File: config.mk
export PLATFORM = sky130hd
export DESIGN_NAME = servo_pulse_pair
export DESIGN_NICKNAME = d
export VERILOG_FILES = /design/src/rtl/servo_pulse_pair.sv
export SDC_FILE = /design/constraint.sdc
export NUM_CORES = 1
export LEC_CHECK = 0
export ABC_AREA = 1
export CAP_MARGIN = 25
export CORE_AREA = 3 3 79 81
export DETAILED_ROUTE_END_ITERATION = 16
export DIE_AREA = 0 0 82 84
export HOLD_SLACK_MARGIN = 0.02
export PLACE_DENSITY = 0.77
export SYNTH_ARGS = -nofsm -noshare
export SYNTH_HDL_FRONTEND = slang
export SYNTH_SLANG_ARGS = --single-unit
File: constraint.sdc
create_clock -name clk -period 7.1 [get_ports clk]
set_input_delay 1.065 -clock clk [delete_from_list [all_inputs] [get_ports clk]]
set_output_delay 1.065 -clock clk [all_outputs]
set_load 0.02 [all_outputs]
File: src/rtl/servo_pulse_pair.sv
module servo_pulse_pair #(
  parameter int CLKS_PER_US = 100,
  parameter int FRAME_US    = 20000,
  parameter int CENTER_US   = 1500,
  parameter int SPAN_US     = 500,
  parameter int NUDGE_US    = 100
) (
  input  logic             clk,
  input  logic             rst,
  input  logic [2:0]       steer_cmd,
  input  logic signed [3:0] drive_cmd,
  output logic             steer_pwm,
  output logic             drive_pwm
);
  localparam int DW    = $clog2(CLKS_PER_US + 1);
  localparam int FW    = $clog2(FRAME_US + 1);
  localparam int WW    = $clog2(CENTER_US + SPAN_US + 1);
  localparam int STEPS = 7;

  logic [DW-1:0] div_q;
  logic [FW-1:0] us_q;
  logic          armed_q;
  logic [WW-1:0] steer_w_q, drive_w_q, steer_w_d, drive_w_d;
  logic [WW-1:0] drv_off [STEPS+1];
  logic [3:0]    drv_mag;
  logic [2:0]    drv_idx;
  logic          tick, frame_end, drv_neg;

  assign tick      = (div_q == DW'(CLKS_PER_US - 1));
  assign frame_end = (us_q == FW'(FRAME_US - 1));

  for (genvar i = 0; i <= STEPS; i++) begin : g_off
    assign drv_off[i] = WW'((i * SPAN_US * 2 + STEPS) / (2 * STEPS));
  end

  assign drv_neg = drive_cmd[3];
  assign drv_mag = drv_neg ? 4'(-drive_cmd) : 4'(drive_cmd);
  assign drv_idx = drv_mag[3] ? 3'(STEPS) : drv_mag[2:0];
  assign drive_w_d = drv_neg ? WW'(CENTER_US) + drv_off[drv_idx]
                             : WW'(CENTER_US) - drv_off[drv_idx];

  always_comb begin
    case (steer_cmd)
      3'd1:    steer_w_d = WW'(CENTER_US - NUDGE_US);
      3'd2:    steer_w_d = WW'(CENTER_US - SPAN_US);
      3'd3:    steer_w_d = WW'(CENTER_US + NUDGE_US);
      3'd4:    steer_w_d = WW'(CENTER_US + SPAN_US);
      default: steer_w_d = WW'(CENTER_US);
    endcase
  end

  always_ff @(posedge clk) begin
    if (rst) begin
      div_q     <= '0;
      us_q      <= FW'(FRAME_US - 1);
      armed_q   <= 1'b0;
      steer_w_q <= WW'(CENTER_US);
      drive_w_q <= WW'(CENTER_US);
      steer_pwm <= 1'b0;
      drive_pwm <= 1'b0;
    end else begin
      div_q <= tick ? '0 : div_q + 1'b1;
      if (tick) begin
        if (frame_end) begin
          us_q      <= '0;
          armed_q   <= 1'b1;
          steer_pwm <= 1'b1;
          drive_pwm <= 1'b1;
          if (armed_q) begin
            steer_w_q <= steer_w_d;
            drive_w_q <= drive_w_d;
          end
        end else begin
          us_q      <= us_q + 1'b1;
          steer_pwm <= (32'(us_q) + 32'd1) < 32'(steer_w_q);
          drive_pwm <= (32'(us_q) + 32'd1) < 32'(drive_w_q);
        end
      end
    end
  end
endmodule


==> impl_summary.md <==
Clock tree
The number of levels the H-tree was split into is 2. TritonCTS created 5 clock buffers. For the worst-skew pair, the clock arrives at the later sink with an insertion delay of roughly 0.30 ns. The TritonCTS clock tree is yes. The number of hold buffers added after CTS is 0. After clock tree synthesis, the repair step resized 0 gates. The maximum buffer depth of the clock tree is 2. CTS saw between 40 and 50 sinks. The clock slew seen by the registers of the worst setup and hold paths is around 0.080 ns.

The clock root buffer is sky130_fd_sc_hd__clkbuf_8. The post-CTS setup repair buffer count is 0.

Finish
The most common cell after layout, fill and taps aside is sky130_fd_sc_hd__inv_1. The antenna diode count is 0. The relative area change from synthesis to final layout is 8.14%. The multi-input combinational cells in the finished layout cover a total of between 1500 and 2000 um2.

The number of nets in the final layout is a little under 500. The end-of-flow core utilization is 58.8%. Leaving out fill and tap cells, the most frequent cells in the layout are sky130_fd_sc_hd__inv_1 (84), sky130_fd_sc_hd__nand2_1 (81), sky130_fd_sc_hd__dfxtp_1 (44). The post-route netlist has 5.74% of its cells at a drive strength greater than 1. In the final layout, flip-flops and latches occupy between 800 and 900 um2. The total of fill cells in the finished design is about 520.

Power and ir drop
The maximum ir drop on the vdd rail is between 100 and 150 uV. The analysis attributes to cell leakage a power of approximately 1.7 nW. For this design the ratio of total power to cell area is 158 nW/um2. The overall power consumption is 0.516 mW.

Logic synthesis
The mapped netlist covers between 3000 and 4000 um2. The number of nets in the synthesized netlist is 481. Yosys attributes the largest share of cell area to sky130_fd_sc_hd__dfxtp_1 (29%), sky130_fd_sc_hd__ha_1 (12%), sky130_fd_sc_hd__inv_1 (10%). The synthesis warning total is 0.

The sequential element share of the synthesized area is 29.2%. The leading area contributor after synthesis is sky130_fd_sc_hd__dfxtp_1. Counting distinct cell types in the post-synthesis netlist gives 35. The synthesized design devotes to its leading area cell type between 20% and 30% of total area.

The average cell area after synthesis is roughly 6.8 um2. The number of instances in the synthesized netlist is between 400 and 500. The number of synthesized register bits is 44.

Run
The number of maximum-capacitance constraint violations is 0.

Worst setup path
The worst setup path is captured at a flop. The kind of start point of the critical path is an input pin. Across all register-to-register paths, the minimum setup slack is 4.40 ns. STA puts the critical path data required time at ~7.3 ns. In this run the worst path has a maximum fanout of 16. The path type of the worst setup path is in -> reg. Data on the critical path arrives at its endpoint at between 4 and 5 ns.

GRT
In the global route stage, overall resource usage came out at a little over a fifth. Entering global routing, the biggest net connects 21 pins. The first global-routing pass estimated 11,500 um of wire. The number of antenna violations at the first check in global routing came to 0.

The total overflow reported by the global router is 0. The via count of the first global-routing pass was 2,661.

Placed design
The final weighted congestion of routability-driven global placement is roughly 0.9. The port buffer count is 10. The placement-stage worst setup slack is 2.93 ns. Summed over all nets, the half-perimeter wirelength after detailed placement is around 5200 um.

Detailed routing
The per-cell routed wire length is about 13 um. The post-route DRC violation count is 0. Using the TritonRoute via totals, the vias-per-cell ratio works out to ~5.3. The iteration count of the initial detailed-routing pass is 5. Across all layers, the routed design uses 2,795 vias. The count of nets left with antenna violations once routing finished came out at 0. The DRC marker count from the first detailed-route iteration is approximately 160.

Summed over all layers, the routed wires come to a little under 7000 um.

Floorplan
The initial utilization of the core area, before any placement, comes to approximately 54%. Measured along the x axis, the die boundary spans between 80 and 90 um. During I/O placement, the number of pins put on the boundary was 11.

The area inside the core boundary is about 5500 um2. The chip height is 84 um. The initialized floorplan defines 27 standard-cell rows. The floorplan step defined a die boundary enclosing 6890 um2.

STA
Derived from the worst setup path, the maximum achievable clock frequency is approximately 260 MHz. Adding up every negative setup slack in the final design gives 0 ns. The final worst clock skew is 0.00664 ns. The hold violation count in the final report was 0.

The final-report setup violation count is 0. The number of max-slew violations in the final report is 0. The fraction of the cycle the final worst path needs is a little over half.

In the post-route analysis, the smallest setup slack over all paths is between 3 and 4 ns. For the pin with the worst max-slew slack, the measured transition is between 0.8 and 0.9 ns. Measured against its own limit, the worst slew margin works out to 42.5%. The worst hold slack after final layout is roughly 0.47 ns.

The minimum clock period is 3.87 ns. Setup repair after global routing left no endpoint under its margin.

Status
The flow ran to the end, and the final reports show no timing, DRC or antenna violations.

Worst hold path
The min-delay analysis places its worst path in the category reg -> reg.
==> synth_stat cells (all sizes together) <==
library cell  count
nand2            86
a221o             1
inv              87
o21ai            37
nor2             40
dfxtp            44
a31oi             2
nor3             11
clkbuf            5
o211ai            6
a21o              1
o221ai            1
a21oi            32
nand3            28
buf               4
xor2             13
o21a              1
o22ai             2
nor4              1
nand3b            1
nand4            11
ha               28
xnor2             2
==> sequential cells by signal, indices dropped and copies added (netlist names) <==
name       flops
steer_pwm      1
div_q          7
us_q          15
drive_w_q     11
armed_q        1
drive_pwm      1
steer_w_q      8
==> final timing paths <==
check	start	to	depth (start not counted)
setup / recovery	drive_cmd[3]	drive_w_q[8]$_SDFFE_PP1P_	18
hold / removal	div_q[3]$_SDFF_PP0_	div_q[3]$_SDFF_PP0_	2
setup reg to reg	div_q[0]$_SDFF_PP0_	drive_w_q[4]$_SDFFE_PP1P_	11
hold reg to reg	div_q[3]$_SDFF_PP0_	div_q[3]$_SDFF_PP0_	2
==> worst max-delay path, stage by stage <==
cell	delay, ns
sky130_fd_sc_hd__clkdlybuf4s50_1	0.78
sky130_fd_sc_hd__inv_2	0.16
sky130_fd_sc_hd__nor2_4	0.11
sky130_fd_sc_hd__nand2_2	0.09
sky130_fd_sc_hd__nand2_2	0.17
sky130_fd_sc_hd__inv_1	0.18
sky130_fd_sc_hd__ha_1	0.25
sky130_fd_sc_hd__inv_1	0.13
sky130_fd_sc_hd__nand2_4	0.11
sky130_fd_sc_hd__o21ai_0	0.14
sky130_fd_sc_hd__ha_1	0.20
sky130_fd_sc_hd__inv_1	0.07
sky130_fd_sc_hd__o21ai_2	0.19
sky130_fd_sc_hd__nand3_1	0.10
sky130_fd_sc_hd__nand2_1	0.09
sky130_fd_sc_hd__nand3_1	0.07
sky130_fd_sc_hd__nand3_1	0.10
sky130_fd_sc_hd__nand2_1	0.05
==> cell type report <==
type | count | area share, %
clock inverter | 2 | 1.07
tap | 72 | 2.76
timing repair buffer | 10 | 3.07
multi-input combinational | 304 | 53.8
sequential | 44 | 27.0
inverter | 87 | 10.0
clock buffer | 6 | 2.23
==> layer usage <==
layer / global-route usage (%) / vias up / share of wire (%)
met5: 0 / - / 0
li1: - / 1447 / -
met3: 4.21 / 21 / 3.6
met4: 8.31 / 0 / 2.8
met2: 33.7 / 60 / 46
met1: 27.2 / 1267 / 47
==> kinds of logic (layout without fill, tap and decap cells) <==
group	Yosys count	after routing	share of synthesized area [%]
and+or+nand+nor	178	178	26.7
AOI/OAI and AO/OA	83	83	15.5
xor gates and xnor gates	15	15	4.36
adders and majority gates	28	28	11.6
DFF	44	44	29.2
buffers and inverters	96	105	12.6
==> through the flow <==
stage,cells,cell area [um2]
floorplan,444,3010
global placement,517,3150
detailed placement,517,3150
CTS,525,3260
global route,525,3260
finish,525,3260
==> where the power goes <==
part	switching, mW	internal (mW)
clock network	0.0866	0.104
registers	0.00114	0.248
logic	0.0505	0.0255
total	0.138	0.378
(Power assumes the default switching activity.)
